**config.mk**
```make
export PLATFORM = sky130hd
export DESIGN_NAME = dual_issue_dispatch
export DESIGN_NICKNAME = d
export VERILOG_FILES = /design/src/rtl/dispatch_pkg.sv /design/src/rtl/dispatch_ctrl.sv /design/src/rtl/dispatch_datapath.sv /design/src/rtl/dual_issue_dispatch.sv
export SDC_FILE = /design/constraint.sdc
export NUM_CORES = 1
export LEC_CHECK = 0
export BUFFER_PORTS_ARGS = -buffer_cell sky130_fd_sc_hd__buf_4
export CAP_MARGIN = 30
export CORE_ASPECT_RATIO = 1.1
export CORE_MARGIN = 2
export CORE_UTILIZATION = 25
export CTS_CLUSTER_DIAMETER = 40
export DETAILED_ROUTE_END_ITERATION = 7
export PLACE_DENSITY_LB_ADDON = 0.15
export SLEW_MARGIN = 20
export SYNTH_ARGS = -nofsm -noshare
export SYNTH_HDL_FRONTEND = slang
export SYNTH_HIERARCHICAL = 1
export SYNTH_SLANG_ARGS = --single-unit
```
**constraint.sdc**
```tcl
create_clock -name clk -period 6.7 [get_ports clk]
set_input_delay 0.335 -clock clk [delete_from_list [all_inputs] [get_ports clk]]
set_output_delay 0.335 -clock clk [all_outputs]
set_load 0.05 [all_outputs]
```
**src/rtl/dispatch_pkg.sv**
```systemverilog
package dispatch_pkg;
  localparam int FETCH_W   = 4;
  localparam int NUM_REGS  = 8;
  localparam int OP_W      = 8;
  localparam int NUM_UNITS = 4;
  localparam int LANES     = 2;
  localparam int HEAD_N    = LANES + 1;
  localparam int RIDX_W    = $clog2(NUM_REGS);
  localparam int FCNT_W    = $clog2(FETCH_W + 1);

  typedef enum logic [1:0] {
    UNIT_INT = 2'd0,
    UNIT_FLT = 2'd1,
    UNIT_SYS = 2'd2,
    UNIT_MEM = 2'd3
  } unitSel_t;

  typedef struct packed {
    logic              isBranch;
    unitSel_t          unit;
    logic [OP_W-1:0]   op;
    logic [RIDX_W-1:0] srcA;
    logic [RIDX_W-1:0] srcB;
  } instRec_t;

  localparam int REC_W = $bits(instRec_t);

  typedef struct packed {
    logic [1:0]        shiftBy;
    logic [FCNT_W-1:0] appendBy;
    logic [LANES-1:0]  laneFire;
    logic              brFire;
    logic [1:0]        brPos;
  } dispStrobe_t;
endpackage

```
**src/rtl/dispatch_ctrl.sv**
```systemverilog
module dispatch_ctrl
  import dispatch_pkg::*;
#(
  parameter int IQ_DEPTH = 8,
  parameter int CQ_DEPTH = 6,
  localparam int OCC_W = $clog2(IQ_DEPTH + 1),
  localparam int CQF_W = $clog2(CQ_DEPTH + 1)
) (
  input  logic                    clk,
  input  logic                    rstN,
  input  logic [OCC_W-1:0]        occ,
  input  instRec_t [HEAD_N-1:0]   head,
  input  logic [FCNT_W-1:0]       fetchNum,
  input  logic [NUM_UNITS-1:0]    unitReady,
  input  logic                    brReady,
  input  logic [CQF_W-1:0]        cqFreeCount,
  output logic [FCNT_W-1:0]       fetchTake,
  output logic [1:0]              cqAllocCount,
  output dispStrobe_t             stb
);

  // Scan the oldest positions in order; the first refusal halts the scan.
  always_comb begin
    int taken;
    logic halt;
    logic brSeen;
    logic canGo;
    logic [NUM_UNITS-1:0] usedUnits;
    taken     = 0;
    halt      = 1'b0;
    brSeen    = 1'b0;
    canGo     = 1'b0;
    usedUnits = '0;
    stb.laneFire = '0;
    stb.brFire   = 1'b0;
    stb.brPos    = 2'd0;
    for (int p = 0; p < HEAD_N; p++) begin
      canGo = !halt && (p < int'(occ)) && (taken < int'(cqFreeCount));
      if (head[p].isBranch) begin
        canGo = canGo && !brSeen && brReady;
      end else begin
        canGo = canGo && (p < LANES) && unitReady[head[p].unit]
                && !usedUnits[head[p].unit];
      end
      if (canGo) begin
        taken = taken + 1;
        if (head[p].isBranch) begin
          brSeen     = 1'b1;
          stb.brFire = 1'b1;
          stb.brPos  = 2'(p);
        end else begin
          usedUnits[head[p].unit] = 1'b1;
          if (p == 0) stb.laneFire[0] = 1'b1;
          else        stb.laneFire[1] = 1'b1;
        end
      end else begin
        halt = 1'b1;
      end
    end
    stb.shiftBy  = 2'(taken);
    cqAllocCount = 2'(taken);
  end

  // Fetch acceptance uses the occupancy held at the start of the cycle.
  always_comb begin
    int space;
    int offered;
    space   = IQ_DEPTH - int'(occ);
    offered = (int'(fetchNum) > FETCH_W) ? FETCH_W : int'(fetchNum);
    fetchTake    = FCNT_W'((offered < space) ? offered : space);
    stb.appendBy = fetchTake;
  end

  p_fetch_bound_r1: assert property (@(posedge clk) disable iff (!rstN)
    fetchTake <= fetchNum);
  p_lane_not_branch_r2: assert property (@(posedge clk) disable iff (!rstN)
    (stb.laneFire[0] |-> !head[0].isBranch) and (stb.laneFire[1] |-> !head[1].isBranch));
  p_in_order_r3: assert property (@(posedge clk) disable iff (!rstN)
    stb.laneFire[1] |-> (stb.laneFire[0] || (stb.brFire && stb.brPos == 2'd0)));
  p_branch_ready_r4: assert property (@(posedge clk) disable iff (!rstN)
    stb.brFire |-> (brReady && head[stb.brPos].isBranch));
  p_unit_ready_r5: assert property (@(posedge clk) disable iff (!rstN)
    (stb.laneFire[0] |-> unitReady[head[0].unit]) and (stb.laneFire[1] |-> unitReady[head[1].unit]));
  p_distinct_units_r5: assert property (@(posedge clk) disable iff (!rstN)
    (&stb.laneFire) |-> (head[0].unit != head[1].unit));
  p_cq_bound_r6: assert property (@(posedge clk) disable iff (!rstN)
    {1'b0, cqAllocCount} <= 3'(cqFreeCount));

endmodule

```
**src/rtl/dispatch_datapath.sv**
```systemverilog
module dispatch_datapath
  import dispatch_pkg::*;
#(
  parameter int IQ_DEPTH = 8,
  parameter int CQ_DEPTH = 6,
  parameter int DATA_W   = 16,
  parameter int TAG_W    = 3,
  localparam int OCC_W = $clog2(IQ_DEPTH + 1),
  localparam int CQI_W = $clog2(CQ_DEPTH)
) (
  input  logic                                 clk,
  input  logic                                 rstN,
  input  dispStrobe_t                          stb,
  input  logic [FETCH_W-1:0][REC_W-1:0]        fetchRecs,
  input  logic [CQI_W-1:0]                     cqTail,
  input  logic [NUM_REGS-1:0][DATA_W-1:0]      rfValue,
  input  logic [NUM_REGS-1:0]                  rfPending,
  input  logic [NUM_REGS-1:0][TAG_W-1:0]       rfTag,
  output logic [OCC_W-1:0]                     occ,
  output instRec_t [HEAD_N-1:0]                head,
  output logic [LANES-1:0][1:0]                laneUnit,
  output logic [LANES-1:0][OP_W-1:0]           laneOp,
  output logic [LANES-1:0]                     laneRdyA,
  output logic [LANES-1:0][DATA_W-1:0]         laneValA,
  output logic [LANES-1:0][TAG_W-1:0]          laneTagA,
  output logic [LANES-1:0]                     laneRdyB,
  output logic [LANES-1:0][DATA_W-1:0]         laneValB,
  output logic [LANES-1:0][TAG_W-1:0]          laneTagB,
  output logic [LANES-1:0][CQI_W-1:0]          laneCq,
  output logic [OP_W-1:0]                      brOp,
  output logic                                 brRdyA,
  output logic [DATA_W-1:0]                    brValA,
  output logic [TAG_W-1:0]                     brTagA,
  output logic                                 brRdyB,
  output logic [DATA_W-1:0]                    brValB,
  output logic [TAG_W-1:0]                     brTagB,
  output logic [CQI_W-1:0]                     brCq
);

  instRec_t iq     [IQ_DEPTH];
  instRec_t iqNext [IQ_DEPTH];
  logic [OCC_W-1:0] occNext;

  // Shift out the dispatched head, then drop accepted fetches behind the survivors.
  always_comb begin
    int base;
    int src;
    base = int'(occ) - int'(stb.shiftBy);
    for (int i = 0; i < IQ_DEPTH; i++) begin
      src = i + int'(stb.shiftBy);
      iqNext[i] = (src < IQ_DEPTH) ? iq[src] : '0;
      for (int j = 0; j < FETCH_W; j++) begin
        if ((j < int'(stb.appendBy)) && (i == base + j)) begin
          iqNext[i] = instRec_t'(fetchRecs[j]);
        end
      end
    end
    occNext = OCC_W'(base + int'(stb.appendBy));
  end

  always_ff @(posedge clk) begin
    if (!rstN) begin
      occ <= '0;
      for (int i = 0; i < IQ_DEPTH; i++) iq[i] <= '0;
    end else begin
      occ <= occNext;
      for (int i = 0; i < IQ_DEPTH; i++) iq[i] <= iqNext[i];
    end
  end

  // Per head position: operand read or rename tag, and completion index.
  logic [HEAD_N-1:0]             posRdyA, posRdyB;
  logic [HEAD_N-1:0][DATA_W-1:0] posValA, posValB;
  logic [HEAD_N-1:0][TAG_W-1:0]  posTagA, posTagB;
  logic [HEAD_N-1:0][CQI_W-1:0]  posCq;

  for (genvar p = 0; p < HEAD_N; p++) begin : g_pos
    assign head[p] = iq[p];

    always_comb begin
      int slot;
      posRdyA[p] = !rfPending[iq[p].srcA];
      posValA[p] = posRdyA[p] ? rfValue[iq[p].srcA] : '0;
      posTagA[p] = posRdyA[p] ? '0 : rfTag[iq[p].srcA];
      posRdyB[p] = !rfPending[iq[p].srcB];
      posValB[p] = posRdyB[p] ? rfValue[iq[p].srcB] : '0;
      posTagB[p] = posRdyB[p] ? '0 : rfTag[iq[p].srcB];
      slot = int'(cqTail) + p;
      if (slot >= CQ_DEPTH) slot = slot - CQ_DEPTH;
      posCq[p] = CQI_W'(slot);
    end
  end

  for (genvar k = 0; k < LANES; k++) begin : g_lane
    assign laneUnit[k] = iq[k].unit;
    assign laneOp[k]   = iq[k].op;
    assign laneRdyA[k] = posRdyA[k];
    assign laneValA[k] = posValA[k];
    assign laneTagA[k] = posTagA[k];
    assign laneRdyB[k] = posRdyB[k];
    assign laneValB[k] = posValB[k];
    assign laneTagB[k] = posTagB[k];
    assign laneCq[k]   = posCq[k];
  end

  assign brOp   = head[stb.brPos].op;
  assign brRdyA = posRdyA[stb.brPos];
  assign brValA = posValA[stb.brPos];
  assign brTagA = posTagA[stb.brPos];
  assign brRdyB = posRdyB[stb.brPos];
  assign brValB = posValB[stb.brPos];
  assign brTagB = posTagB[stb.brPos];
  assign brCq   = posCq[stb.brPos];

  p_occ_bound_r1: assert property (@(posedge clk) disable iff (!rstN)
    int'(occ) <= IQ_DEPTH);
  p_shift_one_r10: assert property (@(posedge clk) disable iff (!rstN)
    (stb.shiftBy == 2'd1 && int'(occ) >= 2) |=> (head[0] == $past(head[1])));
  p_shift_two_r10: assert property (@(posedge clk) disable iff (!rstN)
    (stb.shiftBy == 2'd2 && int'(occ) >= 3) |=> (head[0] == $past(head[2])));
  p_tag_when_pending_r8: assert property (@(posedge clk) disable iff (!rstN)
    !laneRdyA[0] |-> (laneValA[0] == '0));

endmodule

```
**src/rtl/dual_issue_dispatch.sv**
```systemverilog
module dual_issue_dispatch
  import dispatch_pkg::*;
#(
  parameter int IQ_DEPTH = 8,
  parameter int CQ_DEPTH = 6,
  parameter int DATA_W   = 16,
  parameter int TAG_W    = 3,
  localparam int OCC_W = $clog2(IQ_DEPTH + 1),
  localparam int CQF_W = $clog2(CQ_DEPTH + 1),
  localparam int CQI_W = $clog2(CQ_DEPTH)
) (
  input  logic                              clk,
  input  logic                              rstN,
  input  logic [FCNT_W-1:0]                 fetchNum,
  input  logic [FETCH_W-1:0][REC_W-1:0]     fetchRecs,
  output logic [FCNT_W-1:0]                 fetchTake,
  input  logic [NUM_UNITS-1:0]              unitReady,
  input  logic                              brReady,
  input  logic [CQF_W-1:0]                  cqFreeCount,
  input  logic [CQI_W-1:0]                  cqTail,
  output logic [1:0]                        cqAllocCount,
  input  logic [NUM_REGS-1:0][DATA_W-1:0]   rfValue,
  input  logic [NUM_REGS-1:0]               rfPending,
  input  logic [NUM_REGS-1:0][TAG_W-1:0]    rfTag,
  output logic [LANES-1:0]                  laneValid,
  output logic [LANES-1:0][1:0]             laneUnit,
  output logic [LANES-1:0][OP_W-1:0]        laneOp,
  output logic [LANES-1:0]                  laneRdyA,
  output logic [LANES-1:0][DATA_W-1:0]      laneValA,
  output logic [LANES-1:0][TAG_W-1:0]       laneTagA,
  output logic [LANES-1:0]                  laneRdyB,
  output logic [LANES-1:0][DATA_W-1:0]      laneValB,
  output logic [LANES-1:0][TAG_W-1:0]       laneTagB,
  output logic [LANES-1:0][CQI_W-1:0]       laneCq,
  output logic                              brValid,
  output logic [OP_W-1:0]                   brOp,
  output logic                              brRdyA,
  output logic [DATA_W-1:0]                 brValA,
  output logic [TAG_W-1:0]                  brTagA,
  output logic                              brRdyB,
  output logic [DATA_W-1:0]                 brValB,
  output logic [TAG_W-1:0]                  brTagB,
  output logic [CQI_W-1:0]                  brCq
);

  dispStrobe_t           stb;
  logic [OCC_W-1:0]      occ;
  instRec_t [HEAD_N-1:0] head;

  dispatch_ctrl #(.IQ_DEPTH(IQ_DEPTH), .CQ_DEPTH(CQ_DEPTH)) u_ctrl (
    .clk(clk), .rstN(rstN), .occ(occ), .head(head), .fetchNum(fetchNum),
    .unitReady(unitReady), .brReady(brReady), .cqFreeCount(cqFreeCount),
    .fetchTake(fetchTake), .cqAllocCount(cqAllocCount), .stb(stb)
  );

  dispatch_datapath #(.IQ_DEPTH(IQ_DEPTH), .CQ_DEPTH(CQ_DEPTH),
                      .DATA_W(DATA_W), .TAG_W(TAG_W)) u_dp (
    .clk(clk), .rstN(rstN), .stb(stb), .fetchRecs(fetchRecs), .cqTail(cqTail),
    .rfValue(rfValue), .rfPending(rfPending), .rfTag(rfTag),
    .occ(occ), .head(head),
    .laneUnit(laneUnit), .laneOp(laneOp),
    .laneRdyA(laneRdyA), .laneValA(laneValA), .laneTagA(laneTagA),
    .laneRdyB(laneRdyB), .laneValB(laneValB), .laneTagB(laneTagB),
    .laneCq(laneCq), .brOp(brOp),
    .brRdyA(brRdyA), .brValA(brValA), .brTagA(brTagA),
    .brRdyB(brRdyB), .brValB(brValB), .brTagB(brTagB), .brCq(brCq)
  );

  assign laneValid = stb.laneFire;
  assign brValid   = stb.brFire;

  p_reset_idle_r9: assert property (@(posedge clk) disable iff (!rstN)
    $rose(rstN) |-> (laneValid == '0 && !brValid));

endmodule

```
# Word level (Yosys, flattened, before mapping)
# Memories as Yosys holds them, arrays and structs flattened.
# Cells that the tools add are included.
# Widths: inputs -> output; s select.
# classes
reduce_logical,62
n_mux,154
n_bitwise,8
magnitude_cmp,33
eq_ne,28
add_sub_neg,20
# ops
operator,count
$mux 17,48
$eq 4x32->1 const A,12
$bmux 16 s3,6
$lt 32x5->1 const B,7
$mux 16,14
$eq 3x32->1 const A,6
$logic_not 32->1,4
$eq 2x32->1 const A,3
$mux 3,25
$bmux 16 s2,2
$lt 32x4->1,2
$bmux 3 s3,6
$logic_and 1x1->1,47
$bmux 17 s2,1
$add 32x2->32 const B,1
$mux 32,1
$mux 1,30
$lt 3x4->1 const B,6
$eq 4x5->1 const A,4
$bmux 1 s3,6
$bmux 3 s2,3
$add 3x2->4 const A,4
$mux 14,1
$add 5x3->6 const B,2
30 further kinds,64
# totals
wordCells,307
n_memories,1
in_bits,244
ram_bits,136
register_bits,4
output_inout_bits,165
# mem_list
name,depth,width,rd,rd_ports_with_merged_regs,write_ports,line,source
u_dp.iq,8,17,11,0,8,dispatch_datapath.sv:40,instRec_t iq [IQ_DEPTH];

# Longest topological paths before layout
# Gate-level depths: netlist (run 1).
# An unclocked memory read counts as a cell.
# depth
depth_word,28
depth_mapped,31
mapped_depth_nobuf,25

# Cells and area by module
# The synthesis (run 1) kept the hierarchy.
# by_module_without_submodules
mod,instances,cells_each,area_each_um2,seq_area_each_um2
dispatch_datapath,1,2421,22218.8,2802.7
dispatch_ctrl,1,77,561.8,0.0

# Worst setup path after synthesis (run 1)
# No wires, ideal clock.
# synth_path
kind,register to register
start,register u_dp.occ[1]
end,memory u_dp/iq[5][10] in the netlist's numbering
t_arrival_ns,7.514
period_less_slack_ns,7.631
stages_incl_launch_ff,32
setup_slack_ns,-0.931
required_time_ns,6.583
n_path_buf,8
setup_ns,0.117
cell_sequence,dfxtp_1 inv_1 ha_1 a21oi_4 nand3_2 o41ai_4 a21oi_1 ha_1 ha_1 a21oi_1 o21ai_0 a21o_1 mux2i_1 buf_4 clkbuf_1 clkbuf_1 clkbuf_1 inv_1 fa_1 buf_2 xor2_1 inv_1 ha_1 buf_1 o21ai_0 a211oi_4 o21ai_2 nor2_1 o31a_1 buf_2 buf_6 a22o_1
# synth_rtl
element,line,source
"start, declared",dispatch_datapath.sv:19,"output logic [OCC_W-1:0] occ,"
"start signal, assigned",dispatch_datapath.sv:66,occ <= occNext;
"end, declared",dispatch_datapath.sv:40,

==> results of run 1 <==
[flip-flops by register name, summed over array words and instances, names as in the netlist]
name / cells
u_dp/iq: 136
u_dp/occ: 4
[area by class of cell]
cell class,count,area (µm²),share of cell area
clock buffer,17,425,0.0154
clock inverter,15,140,0.00507
antenna,5,12.5,0.000452
tap,1180,1480,0.0534
multi-input combinational,1978,18500,0.668
timing repair buffer,536,4160,0.150
sequential,140,2840,0.103
inverter,32,120,0.00434
[worst max path at each step]
stage	start	end	slack (ps)	cells past startpoint
2_1_floorplan	u_dp/occ[0]	u_dp/iq[3][2]	8	29
3_3_place_gp	u_dp/occ[1]	u_dp/iq[7][8]	90	24
3_5_place_dp	u_dp/occ[1]	u_dp/iq[7][6]	-50	24
4_1_cts	u_dp/occ[1]	u_dp/iq[7][7]	70	24
5_1_grt	u_dp/occ[1]	u_dp/iq[3][16]	-30	26
6_report	u_dp/occ[1]	u_dp/iq[3][13]	350	26
[cells in the mapped netlist (10+ instances only)]
cell | count | area, µm²
mux4_2 | 326 | 7340
nor2_1 | 309 | 1160
mux2i_1 | 226 | 2260
clkbuf_1 | 207 | 777
nand2_1 | 173 | 649
a21oi_1 | 143 | 716
dfxtp_1 | 140 | 2800
o21ai_0 | 122 | 611
o211ai_1 | 70 | 526
a211oi_1 | 69 | 518
a31oi_1 | 54 | 338
buf_1 | 52 | 195
buf_2 | 52 | 260
nor3_1 | 44 | 220
mux2_2 | 38 | 428
buf_4 | 36 | 270
a211o_1 | 34 | 298
a221o_1 | 34 | 340
o22ai_1 | 34 | 213
inv_1 | 28 | 105
ha_1 | 25 | 313
or3_1 | 23 | 144
a22o_1 | 18 | 158
a31o_2 | 18 | 158
a22oi_1 | 17 | 128
a311o_1 | 17 | 170
a32o_1 | 17 | 170
o311ai_0 | 17 | 149
or4_1 | 17 | 128
nand2b_1 | 12 | 75.1
nor2b_1 | 10 | 62.6
[repair_timing]
item | in CTS | in global routing
pin swaps | 1 | 4
endpoints found under the setup margin | 30 | 113
gates resized for setup | 2 | 4
endpoints found under the hold margin | 0 | 0
buffers inserted | 0 | 8
[cells by family (layout without fill, tap and decap cells)]
| logic type | after synthesis | after routing | share of synthesized area |
|---|---|---|---|
| compound gates | 709 | 709 | 0.219 |
| simple gates | 638 | 638 | 0.125 |
| mux | 590 | 590 | 0.440 |
| buf+inv | 380 | 600 | 0.0717 |
| flops | 140 | 140 | 0.123 |
| fa+ha+maj | 27 | 27 | 0.0155 |
| xor+xnor | 14 | 14 | 0.00538 |
| other cells | 0 | 5 | 0 |
[power groups by stage]
stage	Clock (mW)	Sequential, mW	Combinational (mW)
6_report	0.992	1.45	11.3
5_1_grt	1.04	1.48	12.0
4_1_cts	1.01	1.45	11.1
3_5_place_dp	0	1.46	11.1
3_3_place_gp	0	1.50	11.0
2_1_floorplan	0	1.24	7.86
[worst register-to-register path, delay by kind of cell, from the launching register on]
family	cells	cell delay, ps
AOI/OAI and AO/OA	10	2220
DFF	1	390
adders and majority gates	5	1390
muxes	1	260
and+or+nand+nor	4	930
xor gates and xnor gates	1	220
buffers and inverters	5	850
[stage by stage]
| step | power, mW | hold WS, ps | instances |
|---|---|---|---|
| detailed placement | 12.5 | 561 | 3857 |
| global placement | 12.5 | 560 | 3853 |
| floorplan | 9.10 | 466 | 2498 |
| finish | 13.7 | 188 | 3903 |
| CTS | 13.6 | 160 | 3889 |
| global route | 14.5 | 187 | 3902 |
[per-layer routing]
metal	vias to the layer above	track usage	part of all wire
li1	10300	-	-
met3	256	0.0486	0.080
met2	1359	0.427	0.49
met1	12200	0.313	0.40
met4	12	0.100	0.038
met5	-	0	0.00062
==> flow_summary.yaml, run 1 <==
timing:
  slew_viol_final: 0
  final.setup.worst_slack_ps: 347
  fin_crit_sh: 0.948
  final_hold_viol_count: 0
  skew_ps: 11.6
  slew_headroom: 0.243
  fmaxAchievable_mhz: 157
  finalSetupViolations: 0
  period_needed_ps: 6350
  rsz0062_at_grt: "yes"
  fin_tns_setup_ps: 0
  worst_slew_pin_slew_ps: 1130
placement:
  place_area_um2: 27000
  post-dp-hpwl_mm: 83.6
  gp_congestion: 0.895
  port_buffers: 408
  dp_worst_setup_slack_ps: -50.2
cts:
  clock-sinks: 140
  cts_buffer_depth: 2
  worstSkewPairLatency_ps: 470
  path_clk_slew_ps: 80
  root_buffer: "clkbuf_16"
  cts_buffers: 17
  holdBufCountCts: 0
  cts_tree: "yes"
  htreeDepth: 4
final_layout:
  syn2layout_area_growth_pct: 21.4
  fin_util: 0.305
  post-route-cell-area_um2: 27700
  mostFrequentLayoutCells: "buf_4, mux4_2, nor2_1"
  num-fill-cells: 9477
  layout-drive-gt1-share: 0.376
  layout.nets: 2976
  final_common_cell: "buf_4"
floorplan:
  ioPinCount: 409
  die-area_um2: 93600
  coreArea_um2: 90700
  rows: 116
  die_h_um: 321
  die-width_um: 292
  start_util: 0.251
min_path:
  hp-start: "fetchRecs[38]"
  whs_path_depth: 2
  min_to: "u_dp/iq[4][4]"
  hold_path_class: "in2reg"
route:
  drt_first_iter_violations: 2518
  vias: 24100
  detail_route.vias_per_cell: 6.18
  first_pass_iters: 6
  drc: 0
  route.antenna.remaining_nets: 0
  avgRoutedWirePerCell_um: 31.0
  wirelength_mm: 121
yosys:
  synthArstFlopShare: 0
  synth-edff-count: 0
  netlist_area_um2: 22800
  syn_area_per_cell_um2: 9.12
  synth-seq-area-share: 0.123
  ys_types: 83
  ys_ff_latch: 140
  synth_nets: 2769
  synth_top_flop_cell: "dfxtp_1"
  syn_inst: 2498
  ys_warn_count: 6
critical_path:
  arrival_ps: 6750
  path_buf_inv: 5
  cp-start-kind: "flop"
  crit_required_ps: 7090
  crit_path_max_incr_delay_ps: 460
  r2r_end: "u_dp/iq[3][13]"
  cp_slowest_cell: "fa_2"
  crit_family: "compound AO/OA/AOI/OAI gates"
  cp-end-kind: "flop"
  r2r_start: "u_dp/occ[1]"
  ff2ff_path_depth: 26
  crit_top_cell: "ha_1"
  path_class: "reg2reg"
  worstPathMaxFanout: 18
  reg2reg_slack_ps: 350
grt:
  grt_pass1_vias: 23800
  antenna_found_initial: 12
  grt_max_degree: 141
  grt_use_total: 0.251
  grt_pass1_wl_mm: 175
  grt-ovfl-total: 0
power_and_ir_drop:
  p_leak_nw: 9.57
  swShare: 0.561
  pwr-share-comb: 0.822
  switching_power_mw: 7.71
  peakVddDrop_mv: 0.433
  clkPwrFrac: 0.072
  p_int_mw: 6.03
  seqPwrFrac: 0.106
  power.density_nw_per_um2: 497
status:
  status: "complete, no violations"
run:
  cap_viol_max_count: 0
Note: power is estimated with default switching activity, not from simulation.
==> run 2: changes to the inputs <==
- CORE_ASPECT_RATIO: 1.1 -> 0.9
==> run 2 against run 1 <==
  * Combinational power about the same
  * Critical path type unchanged
  * Cell area increased by 0.27%
  * Flip-flop and latch count unchanged
  * Via count increased by 2.2%
  * Largest power group unchanged
  * Die area about the same
  * Clock-buffer cell count increased by 6
  * Sequential share of layout area decreased by 0.055 points
  * Critical endpoint is now u_dp/iq[1][14]
  * Clock power decreased by 0.7%
  * Largest cell class unchanged
==> flow_summary.yaml, run 2 (same netlist as run 1, synthesis figures left out) <==
critical_path:
  cp-end-kind: "flop"
  arrival_ps: 6700
  worstPathMaxFanout: 34
  r2r_start: "u_dp/occ[1]"
  crit_required_ps: 7060
  path_class: "reg2reg"
  r2r_end: "u_dp/iq[1][14]"
  ff2ff_path_depth: 24
  reg2reg_slack_ps: 370
  cp-start-kind: "flop"
floorplan:
  start_util: 0.251
  die-width_um: 322
  coreArea_um2: 90800
  ioPinCount: 409
  die-area_um2: 93600
  rows: 105
  die_h_um: 290
status:
  status: "complete, no violations"
min_path:
  min_to: "u_dp/iq[2][6]"
  whs_path_depth: 2
  hold_path_class: "in2reg"
  hp-start: "fetchRecs[57]"
final_layout:
  final_common_cell: "buf_4"
  layout-drive-gt1-share: 0.373
  final_cell_count_no_fill: 3960
  layout.nets: 2967
  largest_register: "u_dp/iq"
  reg_top3: "u_dp/iq: 136 flops, u_dp/occ: 4 flops"
  largest_reg_flops: 136
  num-fill-cells: 9440
  syn2layout_area_growth_pct: 21.7
  mostFrequentLayoutCells: "buf_4, mux4_2, nor2_1"
route:
  avgRoutedWirePerCell_um: 31.2
  detail_route.vias_per_cell: 6.23
  first_pass_iters: 6
  vias: 24700
  drt_first_iter_violations: 3355
  drc: 0
  wirelength_mm: 124
  route.antenna.remaining_nets: 0
cts:
  worstSkewPairLatency_ps: 460
  clock-sinks: 140
  htreeDepth: 4
  cts_buffer_depth: 2
  cts_tree: "yes"
  root_buffer: "clkbuf_16"
  path_clk_slew_ps: 70
  holdBufCountCts: 0
  cts_buffers: 17
grt:
  grt_use_total: 0.256
  grt_pass1_vias: 23700
  grt_max_degree: 140
  antenna_found_initial: 26
  grt_pass1_wl_mm: 177
  grt-ovfl-total: 0
run:
  cap_viol_max_count: 0
placement:
  gp_congestion: 0.919
  dp.cells: 3902
  post-dp-hpwl_mm: 83.9
  dp_worst_setup_slack_ps: 96.2
  port_buffers: 408
timing:
  final.setup.worst_slack_ps: 369
  rsz0062_at_grt: "yes"
  slew_headroom: 0.328
  fin_crit_sh: 0.945
  skew_ps: 9.64
  fin_tns_setup_ps: 0
  worst_slew_pin_slew_ps: 979
  slew_viol_final: 0
  finalSetupViolations: 0
  final_hold_viol_count: 0
  holdWs_ps: 202
  fmaxAchievable_mhz: 158
  period_needed_ps: 6330
power_and_ir_drop:
  seqPwrFrac: 0.106
  peakVddDrop_mv: 0.490
  p_int_mw: 6.00
  swShare: 0.567
  fin_total_pwr_mw: 13.8
  power.density_nw_per_um2: 499
  clkPwrFrac: 0.071
  p_leak_nw: 9.54
  pwr-share-comb: 0.823
  switching_power_mw: 7.84
-- run 2: cell type report --
cell class	count	area, µm²	area share
tap	1230	1540	0.0555
multi-input combinational	1978	18500	0.667
antenna	22	55.1	0.00199
timing repair buffer	527	4130	0.149
sequential	140	2830	0.102
clock inverter	8	56.3	0.00203
clock buffer	23	509	0.0184
inverter	32	120	0.00433
-- run 2: timing repair --
item | CTS | global route
gates resized for setup | 0 | 9
setup endpoints to repair | 0 | 67
setup buffers | 0 | 1
endpoints found under the hold margin | 0 | 0
-- run 2: metal layers --
layer | track usage | routed length [µm] | vias to the layer above
met4 | 0.0899 | 4060 | 8
met3 | 0.0591 | 12800 | 218
met5 | 0 | 55 | -
met2 | 0.388 | 55600 | 1610
met1 | 0.354 | 51200 | 12600
li1 | - | - | 10300
-- run 2: power groups by stage --
stage | Sequential (mW) | Clock [mW] | Combinational, mW
2_1_floorplan | 1.24 | 0 | 7.86
3_3_place_gp | 1.53 | 0 | 11.0
3_5_place_dp | 1.51 | 0 | 11.0
4_1_cts | 1.50 | 1.00 | 11.1
5_1_grt | 1.50 | 1.04 | 12.0
6_report | 1.46 | 0.985 | 11.4
-- run 2: critical path: stages, from the launching register on --
cell     delay, ps
dfxtp_2        400
inv_1           80
ha_1           240
a21oi_4        190
nand3_2        170
o41ai_4        410
a21oi_1        170
ha_1           240
ha_1           280
a21oi_1         50
o21ai_0        230
a21o_2         240
mux2i_4        250
inv_1          100
buf_4          180
ha_1           280
nor2b_1        130
buf_4          180
nor3b_2        650
or3_1          330
nand2_2        330
and4_1         270
buf_4          280
a311o_1        330
a21oi_1        220
-- run 2: worst max-delay path by stage --
| stage | from | to | slack (ps) | depth (start not counted) |
|---|---|---|---|---|
| CTS | u_dp/occ[1] | u_dp/iq[5][14] | 80 | 24 |
| finish | u_dp/occ[1] | u_dp/iq[1][14] | 370 | 24 |
| global route | u_dp/occ[1] | u_dp/iq[3][14] | -3 | 28 |
| detailed placement | u_dp/occ[1] | u_dp/iq[5][16] | 100 | 24 |
| global placement | u_dp/occ[1] | u_dp/iq[1][14] | 200 | 26 |
| floorplan | u_dp/occ[0] | u_dp/iq[3][2] | 8 | 29 |
-- run 2: stage by stage --
stage,instance area (µm²),utilization
6_report,27700,0.306
5_1_grt,27700,0.306
4_1_cts,27600,0.304
3_5_place_dp,27000,0.297
3_3_place_gp,26900,0.297
2_1_floorplan,22900,-
